### src/rtl/gpio_irq_pkg.sv
package gpio_irq_pkg;

  localparam int unsigned REG_AW = 6;
  typedef logic [3:0] widx_t;

  // word index = byte offset / 4
  localparam widx_t IDX_DATA = 4'd0;
  localparam widx_t IDX_DIR  = 4'd1;
  localparam widx_t IDX_MASK = 4'd2;
  localparam widx_t IDX_RAW  = 4'd3;
  localparam widx_t IDX_PEND = 4'd4;
  localparam widx_t IDX_ACK  = 4'd5;
  localparam widx_t IDX_MODE = 4'd6;
  localparam widx_t IDX_POL  = 4'd7;
  localparam widx_t IDX_REV  = 4'd8;
  localparam widx_t IDX_DUAL = 4'd9;

  // Trigger condition of one pin in the current cycle.
  function automatic logic pin_trigger(input logic is_edge, input logic pol,
                                       input logic dual, input logic cur,
                                       input logic prv);
    logic rise, fall;
    rise = cur & ~prv;
    fall = ~cur & prv;
    if (!is_edge) return pol ? cur : ~cur;
    if (dual) return rise | fall;
    return pol ? rise : fall;
  endfunction

  // Level seen when the data word is read back.
  function automatic logic pin_readback(input logic is_in, input logic synced,
                                        input logic drive);
    return is_in ? synced : drive;
  endfunction

endpackage

### src/rtl/gpio_in_sync.sv
module gpio_in_sync #(
  parameter int unsigned W = 32
) (
  input  logic         clk,
  input  logic         rst_n,
  input  logic [W-1:0] raw_i,
  output logic [W-1:0] sync_o,
  output logic [W-1:0] prev_o
);
  logic [W-1:0] stage1_q, stage2_q, stage3_q;

  always_ff @(posedge clk or negedge rst_n) begin
    if (!rst_n) begin
      stage1_q <= '0;
      stage2_q <= '0;
      stage3_q <= '0;
    end else begin
      stage1_q <= raw_i;
      stage2_q <= stage1_q;
      stage3_q <= stage2_q;
    end
  end

  assign sync_o = stage2_q;
  assign prev_o = stage3_q;
endmodule

### src/rtl/gpio_trig_detect.sv
module gpio_trig_detect #(
  parameter int unsigned W = 32
) (
  input  logic [W-1:0] cur_i,
  input  logic [W-1:0] prv_i,
  input  logic [W-1:0] mode_i,
  input  logic [W-1:0] pol_i,
  input  logic [W-1:0] dual_i,
  output logic [W-1:0] hit_o
);
  for (genvar i = 0; i < W; i++) begin : g_pin
    assign hit_o[i] = gpio_irq_pkg::pin_trigger(mode_i[i], pol_i[i], dual_i[i],
                                                cur_i[i], prv_i[i]);
  end
endmodule

### src/rtl/gpio_pend_latch.sv
module gpio_pend_latch #(
  parameter int unsigned W = 32
) (
  input  logic         clk,
  input  logic         rst_n,
  input  logic         ack_en_i,
  input  logic [W-1:0] ack_bits_i,
  input  logic [W-1:0] hit_i,
  output logic [W-1:0] pend_o
);
  logic [W-1:0] pend_q, clr_mask;

  assign clr_mask = ack_en_i ? ack_bits_i : '0;

  always_ff @(posedge clk or negedge rst_n) begin
    if (!rst_n) pend_q <= '0;
    else        pend_q <= (pend_q & ~clr_mask) | hit_i;
  end

  assign pend_o = pend_q;
endmodule

### src/rtl/gpio_irq_port.sv
module gpio_irq_port #(
  parameter int unsigned NPINS   = 32,
  parameter int unsigned VERSION = 3
) (
  input  logic             clk,
  input  logic             rst_n,
  input  logic [5:0]       bus_addr,
  input  logic             bus_wr,
  input  logic [31:0]      bus_wdata,
  input  logic             bus_rd,
  output logic [31:0]      bus_rdata,
  input  logic [NPINS-1:0] pin_in,
  output logic [NPINS-1:0] pin_out,
  output logic [NPINS-1:0] pin_oe,
  output logic             irq
);
  import gpio_irq_pkg::*;

  localparam bit HAS_DUAL = (VERSION > 2);

  widx_t            widx;
  logic [NPINS-1:0] wbits;
  logic             wr_data, wr_dir, wr_mask, wr_ack, wr_mode, wr_pol, wr_dual;

  logic [NPINS-1:0] data_q, dir_q, mask_q, mode_q, pol_q, dual_q;
  logic [NPINS-1:0] pin_sync, pin_prev, trig_hit, pend_q, readback;
  logic [31:0]      rd_mux;
  logic             unused_ok;

  assign widx  = bus_addr[REG_AW-1:2];
  assign wbits = bus_wdata[NPINS-1:0];
  assign unused_ok = ^{bus_addr[1:0], bus_wdata};

  assign wr_data = bus_wr && (widx == IDX_DATA);
  assign wr_dir  = bus_wr && (widx == IDX_DIR);
  assign wr_mask = bus_wr && (widx == IDX_MASK);
  assign wr_ack  = bus_wr && (widx == IDX_ACK);
  assign wr_mode = bus_wr && (widx == IDX_MODE);
  assign wr_pol  = bus_wr && (widx == IDX_POL);
  assign wr_dual = bus_wr && (widx == IDX_DUAL);

  always_ff @(posedge clk or negedge rst_n) begin
    if (!rst_n) begin
      data_q <= '0;
      dir_q  <= '1;
      mask_q <= '0;
      mode_q <= '0;
      pol_q  <= '0;
    end else begin
      if (wr_data) data_q <= wbits;
      if (wr_dir)  dir_q  <= wbits;
      if (wr_mask) mask_q <= wbits;
      if (wr_mode) mode_q <= wbits;
      if (wr_pol)  pol_q  <= wbits;
    end
  end

  if (HAS_DUAL) begin : g_dual
    logic [NPINS-1:0] dual_r;
    always_ff @(posedge clk or negedge rst_n) begin
      if (!rst_n)       dual_r <= '0;
      else if (wr_dual) dual_r <= wbits;
    end
    assign dual_q = dual_r;
  end else begin : g_no_dual
    logic unused_dual;
    assign unused_dual = wr_dual;
    assign dual_q = '0;
  end

  gpio_in_sync #(.W(NPINS)) u_sync (
    .clk(clk), .rst_n(rst_n), .raw_i(pin_in), .sync_o(pin_sync), .prev_o(pin_prev)
  );

  gpio_trig_detect #(.W(NPINS)) u_detect (
    .cur_i(pin_sync), .prv_i(pin_prev), .mode_i(mode_q), .pol_i(pol_q),
    .dual_i(dual_q), .hit_o(trig_hit)
  );

  gpio_pend_latch #(.W(NPINS)) u_pend (
    .clk(clk), .rst_n(rst_n), .ack_en_i(wr_ack), .ack_bits_i(wbits),
    .hit_i(trig_hit), .pend_o(pend_q)
  );

  for (genvar i = 0; i < NPINS; i++) begin : g_rb
    assign readback[i] = pin_readback(dir_q[i], pin_sync[i], data_q[i]);
  end

  always_comb begin
    rd_mux = '0;
    unique case (widx)
      IDX_DATA: rd_mux = 32'(readback);
      IDX_DIR:  rd_mux = 32'(dir_q);
      IDX_MASK: rd_mux = 32'(mask_q);
      IDX_RAW:  rd_mux = 32'(trig_hit);
      IDX_PEND: rd_mux = 32'(pend_q);
      IDX_MODE: rd_mux = 32'(mode_q);
      IDX_POL:  rd_mux = 32'(pol_q);
      IDX_REV:  rd_mux = 32'(VERSION);
      IDX_DUAL: rd_mux = 32'(dual_q);
      default:  rd_mux = '0;
    endcase
  end

  always_ff @(posedge clk or negedge rst_n) begin
    if (!rst_n)      bus_rdata <= '0;
    else if (bus_rd) bus_rdata <= rd_mux;
  end

  assign pin_out = data_q;
  assign pin_oe  = ~dir_q;
  assign irq     = |(pend_q & mask_q);
endmodule

### config.mk
export PLATFORM = sky130hd
export DESIGN_NAME = gpio_irq_port
export DESIGN_NICKNAME = d
export VERILOG_FILES = /design/src/rtl/gpio_irq_pkg.sv /design/src/rtl/gpio_in_sync.sv /design/src/rtl/gpio_trig_detect.sv /design/src/rtl/gpio_pend_latch.sv /design/src/rtl/gpio_irq_port.sv
export SDC_FILE = /design/constraint.sdc
export NUM_CORES = 1
export LEC_CHECK = 0
export ABC_AREA = 1
export BUFFER_PORTS_ARGS = -buffer_cell sky130_fd_sc_hd__buf_2
export CORE_ASPECT_RATIO = 0.5
export CORE_MARGIN = 1.5
export CORE_UTILIZATION = 64
export DETAILED_ROUTE_END_ITERATION = 7
export GPL_TIMING_DRIVEN = 0
export PLACE_DENSITY = 0.85
export SETUP_SLACK_MARGIN = 0.02
export SYNTH_ARGS = -nofsm -noshare
export SYNTH_HDL_FRONTEND = slang
export SYNTH_SLANG_ARGS = --single-unit
export TNS_END_PERCENT = 1
### constraint.sdc
create_clock -name clk -period 2.55 [get_ports clk]
set_input_delay 0.51 -clock clk [delete_from_list [all_inputs] [get_ports clk]]
set_output_delay 0.51 -clock clk [all_outputs]
set_load 0.005 [all_outputs]
[Yosys cells after proc, flatten, opt, wreduce, memory -nomap -nowiden]
Index checks and enable logic that the tools add are counted.
Storage, ports and cells
  register bits after elaboration: 352
  input port bits: 74
Cells by class
  eq/ne operators: 9
  mux-type cells: 290
  bitwise logic cells: 165
  reduce and logical (&&, ||, !) cells: 9
Operators by type and width (count)
  1-bit two-way mux: 288
  32-bit case mux with 9 select lines: 1
  1-bit AND: 64
  32-bit AND: 2
  1-bit inverter: 64
  32-bit inverter: 2
  32-bit two-way mux: 1
  1-bit OR: 32
  32-bit OR: 1
  32-bit OR reduction: 1
  4-bit by 3-bit equality test with 1-bit output, second input constant: 4
  4-bit by 2-bit equality test with 1-bit output, second input constant: 2
  4-bit equality test, second input constant: 2
  1-bit logical AND: 7
  4-bit by 1-bit equality test with 1-bit output, second input constant: 1
  4-bit logical NOT: 1

[Depth between registers and ports, before layout]
  depth in word-level cells: 7
  depth in mapped cells: 11
  gate-level depth less buffers: 10

[Modules after synthesis]
Synthesis repeated with hierarchy kept, for this count alone.
Unflattened totals
  cells, all modules: 2282
  area, all modules: 17355.4 sq um
By module, submodules not included
  gpio_irq_port: times used 1, cells an instance 1511, area an instance 11035.6 sq um, seq. area each 5645.4 sq um
  gpio_trig_detect: times used 1, cells an instance 512, area an instance 2602.5 sq um, seq. area each 0.0 sq um
  gpio_in_sync: times used 1, cells an instance 96, area an instance 2402.3 sq um, seq. area each 2402.3 sq um
  gpio_pend_latch: times used 1, cells an instance 163, area an instance 1315.0 sq um, seq. area each 800.8 sq um

[Worst setup path after synthesis]
No wires, ideal clock.
  path type: in2reg
  start: in bus_addr[5]
  end: reg data_q[10], in the netlist pin_out[10]
  setup time: 130 ps
  data arrival time: 1387 ps
  path slack: 1033 ps
  stages: 8
  buffers on the path: 2
  path through: nor2_2 -> nand2_2 -> inv_2 -> buf_4 -> nand2_2 -> buf_2 -> nand2_1 -> o21ai_0
On the way
  cells in the longest elaborated chain, start to end: 2
RTL lines
  start: declaration: line gpio_irq_port.sv:7  | input logic [5:0] bus_addr,
  4-bit logical NOT: line gpio_irq_port.sv:34  | assign wr_data = bus_wr && (widx == IDX_DATA);
  1-bit logical AND: line gpio_irq_port.sv:34
  end signal: assignment: line gpio_irq_port.sv:50  | if (wr_data) data_q <= wbits;
  end: declaration: line gpio_irq_port.sv:25  | logic [NPINS-1:0] data_q, dir_q, mask_q, mode_q, pol_q, dual_q;
No other way between the ends.
A chain may end at the register's enable or synchronous reset.

[Worst setup path after layout]
  start: reg mask_q[4]
  end: out irq
On the way
  cells in the longest elaborated chain, start to end: 2
RTL lines
  start: declaration: line gpio_irq_port.sv:25
  start signal: assignment: line gpio_irq_port.sv:52  | if (wr_mask) mask_q <= wbits;
  32-bit AND: line gpio_irq_port.sv:112  | assign irq = |(pend_q & mask_q);
  32-bit OR reduction: line gpio_irq_port.sv:112
  end: declaration: line gpio_irq_port.sv:15  | output logic irq
No other way between the ends.

==> results_dict.tcl <==
set metrics [dict create \
    status "complete, but fails checks" \
    violations "hold timing" \
    die_y_microns 120 \
    relSlewSlack_pct 35.2 \
    start_util_pct 65.4 \
    synth_flop_cell "dfrtp_1" \
    dieArea_sq_um 28200 \
    yosysTopAreaCell "dfrtp_1" \
    worst_hold_slack_ns -0.0587 \
    overflow 0 \
    rrSetupSlack_ns 0.94 \
    antenna_found_initial 1 \
    synth_fp_nets 2408 \
    fin_tns_setup_ns 0 \
    leakagePower_nw 10.6 \
    yosys_warnings 0 \
    maxCapViolCount 0 \
    dieWidth_microns 236 \
    vias_per_cell 5.89 \
    clock_tree.root_cell "clkbuf_16" \
    cts.sinks 352 \
    cts_inserted_buffers 30 \
    drv_slew 0 \
    wl_per_cell_microns 19.5 \
    path_clk_slew_ns 0.07 \
    htree_levels 1 \
    seq_area_frac_synth_pct 50.9 \
    yosysTopAreaCellShare_pct 46.0 \
    rsz0062_at_grt "false" \
    yosys-top-cells-count "773 x nand2_1, 320 x dfrtp_1, 304 x inv_1" \
    final_antenna_net_count 0 \
    synth.area.top_cells "dfrtp_1 46%, nand2_1 17%, nand3_1 7.1%, inv_1 6.6%, o21ai_0 6.4%" \
    cts_buffer_depth 3 \
    ys_ff_latch 352 \
    avgSynthCellArea_sq_um 7.66 \
    finalCritPeriodShare_pct 95.7 \
    dr.pass1.iters 6 \
    cts_tree "done" \
    final-setup-viol-count 0 \
    grt_pass1_wl_microns 85300 \
    peakVddDrop_mv 0.609 \
    reg2reg_depth 9 \
    fin_skew_ns 0.0158 \
    cp.required_ns 2.04 \
    num_rows 42 \
    r2r_end "bus_rdata[30]$_DFFE_PN0P_" \
    syn_area_sq_um 17400 \
    fmax_mhz 410 \
    finalCriticalPeriod_ns 2.44 \
    layout-drive-gt1-share_pct 12.4 \
    nNetsFinal 2608 \
    synthArstFlopShare_pct 100 \
    cts_resized 0 \
    hold_buffers 0 \
    cp-end-kind "output pin" \
    drc 0 \
    path_class "reg -> out" \
    vias 16800 \
    place.port_buffers 166 \
    globalRouteTotalUtil_pct 39.7 \
    hold_viol_final 21 \
    critPathArrivalTime_ns 1.93 \
    synth.distinct_cells 21 \
    min_path_type "in -> async" \
    syn2layout_area_growth_pct 13.2 \
    synth_edf_count 0 \
    reg2reg_from "u_sync.sync_o[30]$_DFF_PN0_" \
    num_io_pins 171 \
    finalPower_mw 14.8 \
    finalWirelength_microns 55600 \
    synth_most_common_cell "nand2_1" \
    fillers 2059 \
    grt_pass1_vias 15900 \
    dp_hpwl_microns 38200 \
    synthCells 2270 \
    cp-start-kind "flop" \
    postCtsSetupRepairBufs 0 \
    gp_congestion 1.07 \
    grt_max_degree 125 \
    worstMarginPinSlew_ns 0.972 \
    core_area_sq_um 26600 \
    clk_latency_ns 0.59 \
    drt_iter0_drc 2478 \
    path_max_fanout 3 \
    p_per_area_nw_per_um2 751 \
]
==> logic make-up (layout without fill, tap and decap cells) <==
family | count (synthesis) | after routing | share of synthesized area [%]
AOI/OAI and AO/OA | 262 | 262 | 7.56
adders and majority gates | 64 | 64 | 4.60
buffers and inverters | 388 | 612 | 8.71
DFF | 352 | 352 | 50.9
other | 0 | 1 | 0
and+or+nand+nor | 1204 | 1204 | 28.3
==> through the flow <==
stage | hold slack (ns) | utilization [%] | cells | worst slack, ns | area [sq um]
after floorplan | 0.214 | - | 2270 | 1.03 | 17400
after global placement | 0.332 | 70.2 | 2788 | -5.68 | 18700
after detailed placement | 0.335 | 70.5 | 2790 | -0.0615 | 18700
after CTS | 0.0207 | 74.1 | 2846 | 0.212 | 19700
after global routing | 0.0147 | 74.1 | 2847 | 0.0932 | 19700
final | -0.0587 | 74.1 | 2847 | 0.109 | 19700
==> routing by layer <==
layer	global-route usage [%]	vias to the layer above	routed length [microns]
li1	-	7467	-
met1	52.9	7850	21100
met2	59.7	1200	23700
met3	12.8	246	7830
met4	18.3	0	2920
met5	0	-	0
==> worst max path at each step <==
stage / slack, ns / to / from / cells past startpoint
after floorplan: 1.03 / pin_out[10]$_DFFE_PN0P_ / bus_addr[5] / 8
after global placement: -5.68 / pin_out[11]$_DFFE_PN0P_ / rst_n / 1
after detailed placement: -0.06 / dir_q[19]$_DFFE_PN1P_ / bus_addr[3] / 8
after CTS: 0.21 / irq / mask_q[4]$_DFFE_PN0P_ / 5
after global routing: 0.09 / irq / mask_q[2]$_DFFE_PN0P_ / 5
final: 0.11 / irq / mask_q[4]$_DFFE_PN0P_ / 5
==> critical path: stages (launching register included) <==
cell     delay, ns
dfrtp_1       0.40
nand2_1       0.27
nand4_1       0.21
nor2_1        0.14
nand4_1       0.16
buf_2         0.17
==> cells in the final DEF (no fill, tap or decap), drive strengths merged <==
cell type	Yosys	final
a21oi	21	21
a22o	1	1
buf	48	216
bufinv	0	1
clkbuf	33	78
clkinv	0	10
dfrtp	320	320
dfstp	32	32
diode	0	1
ha	64	64
inv	307	307
nand2	779	779
nand3	247	247
nand4	8	8
nor2	169	169
nor3	1	1
o21ai	240	240
==> where the power goes <==
part | switching, mW | total, mW | internal [mW]
Combinational | 1.90 | 2.94 | 1.04
Sequential | 0.735 | 7.22 | 6.48
Clock | 2.16 | 4.64 | 2.48
==> final cells by class <==
| class | count | area (sq um) | area share, % |
|---|---|---|---|
| timing repair buffer | 168 | 896 | 4.55 |
| multi-input combinational | 1530 | 7040 | 35.7 |
| inverter | 307 | 1150 | 5.85 |
| clock inverter | 11 | 80.1 | 0.407 |
| antenna | 1 | 2.50 | 0.0127 |
| buffer | 81 | 363 | 1.84 |
| clock buffer | 45 | 878 | 4.46 |
| tap | 352 | 440 | 2.24 |
| sequential | 352 | 8850 | 44.9 |
(Power assumes the default switching activity.)
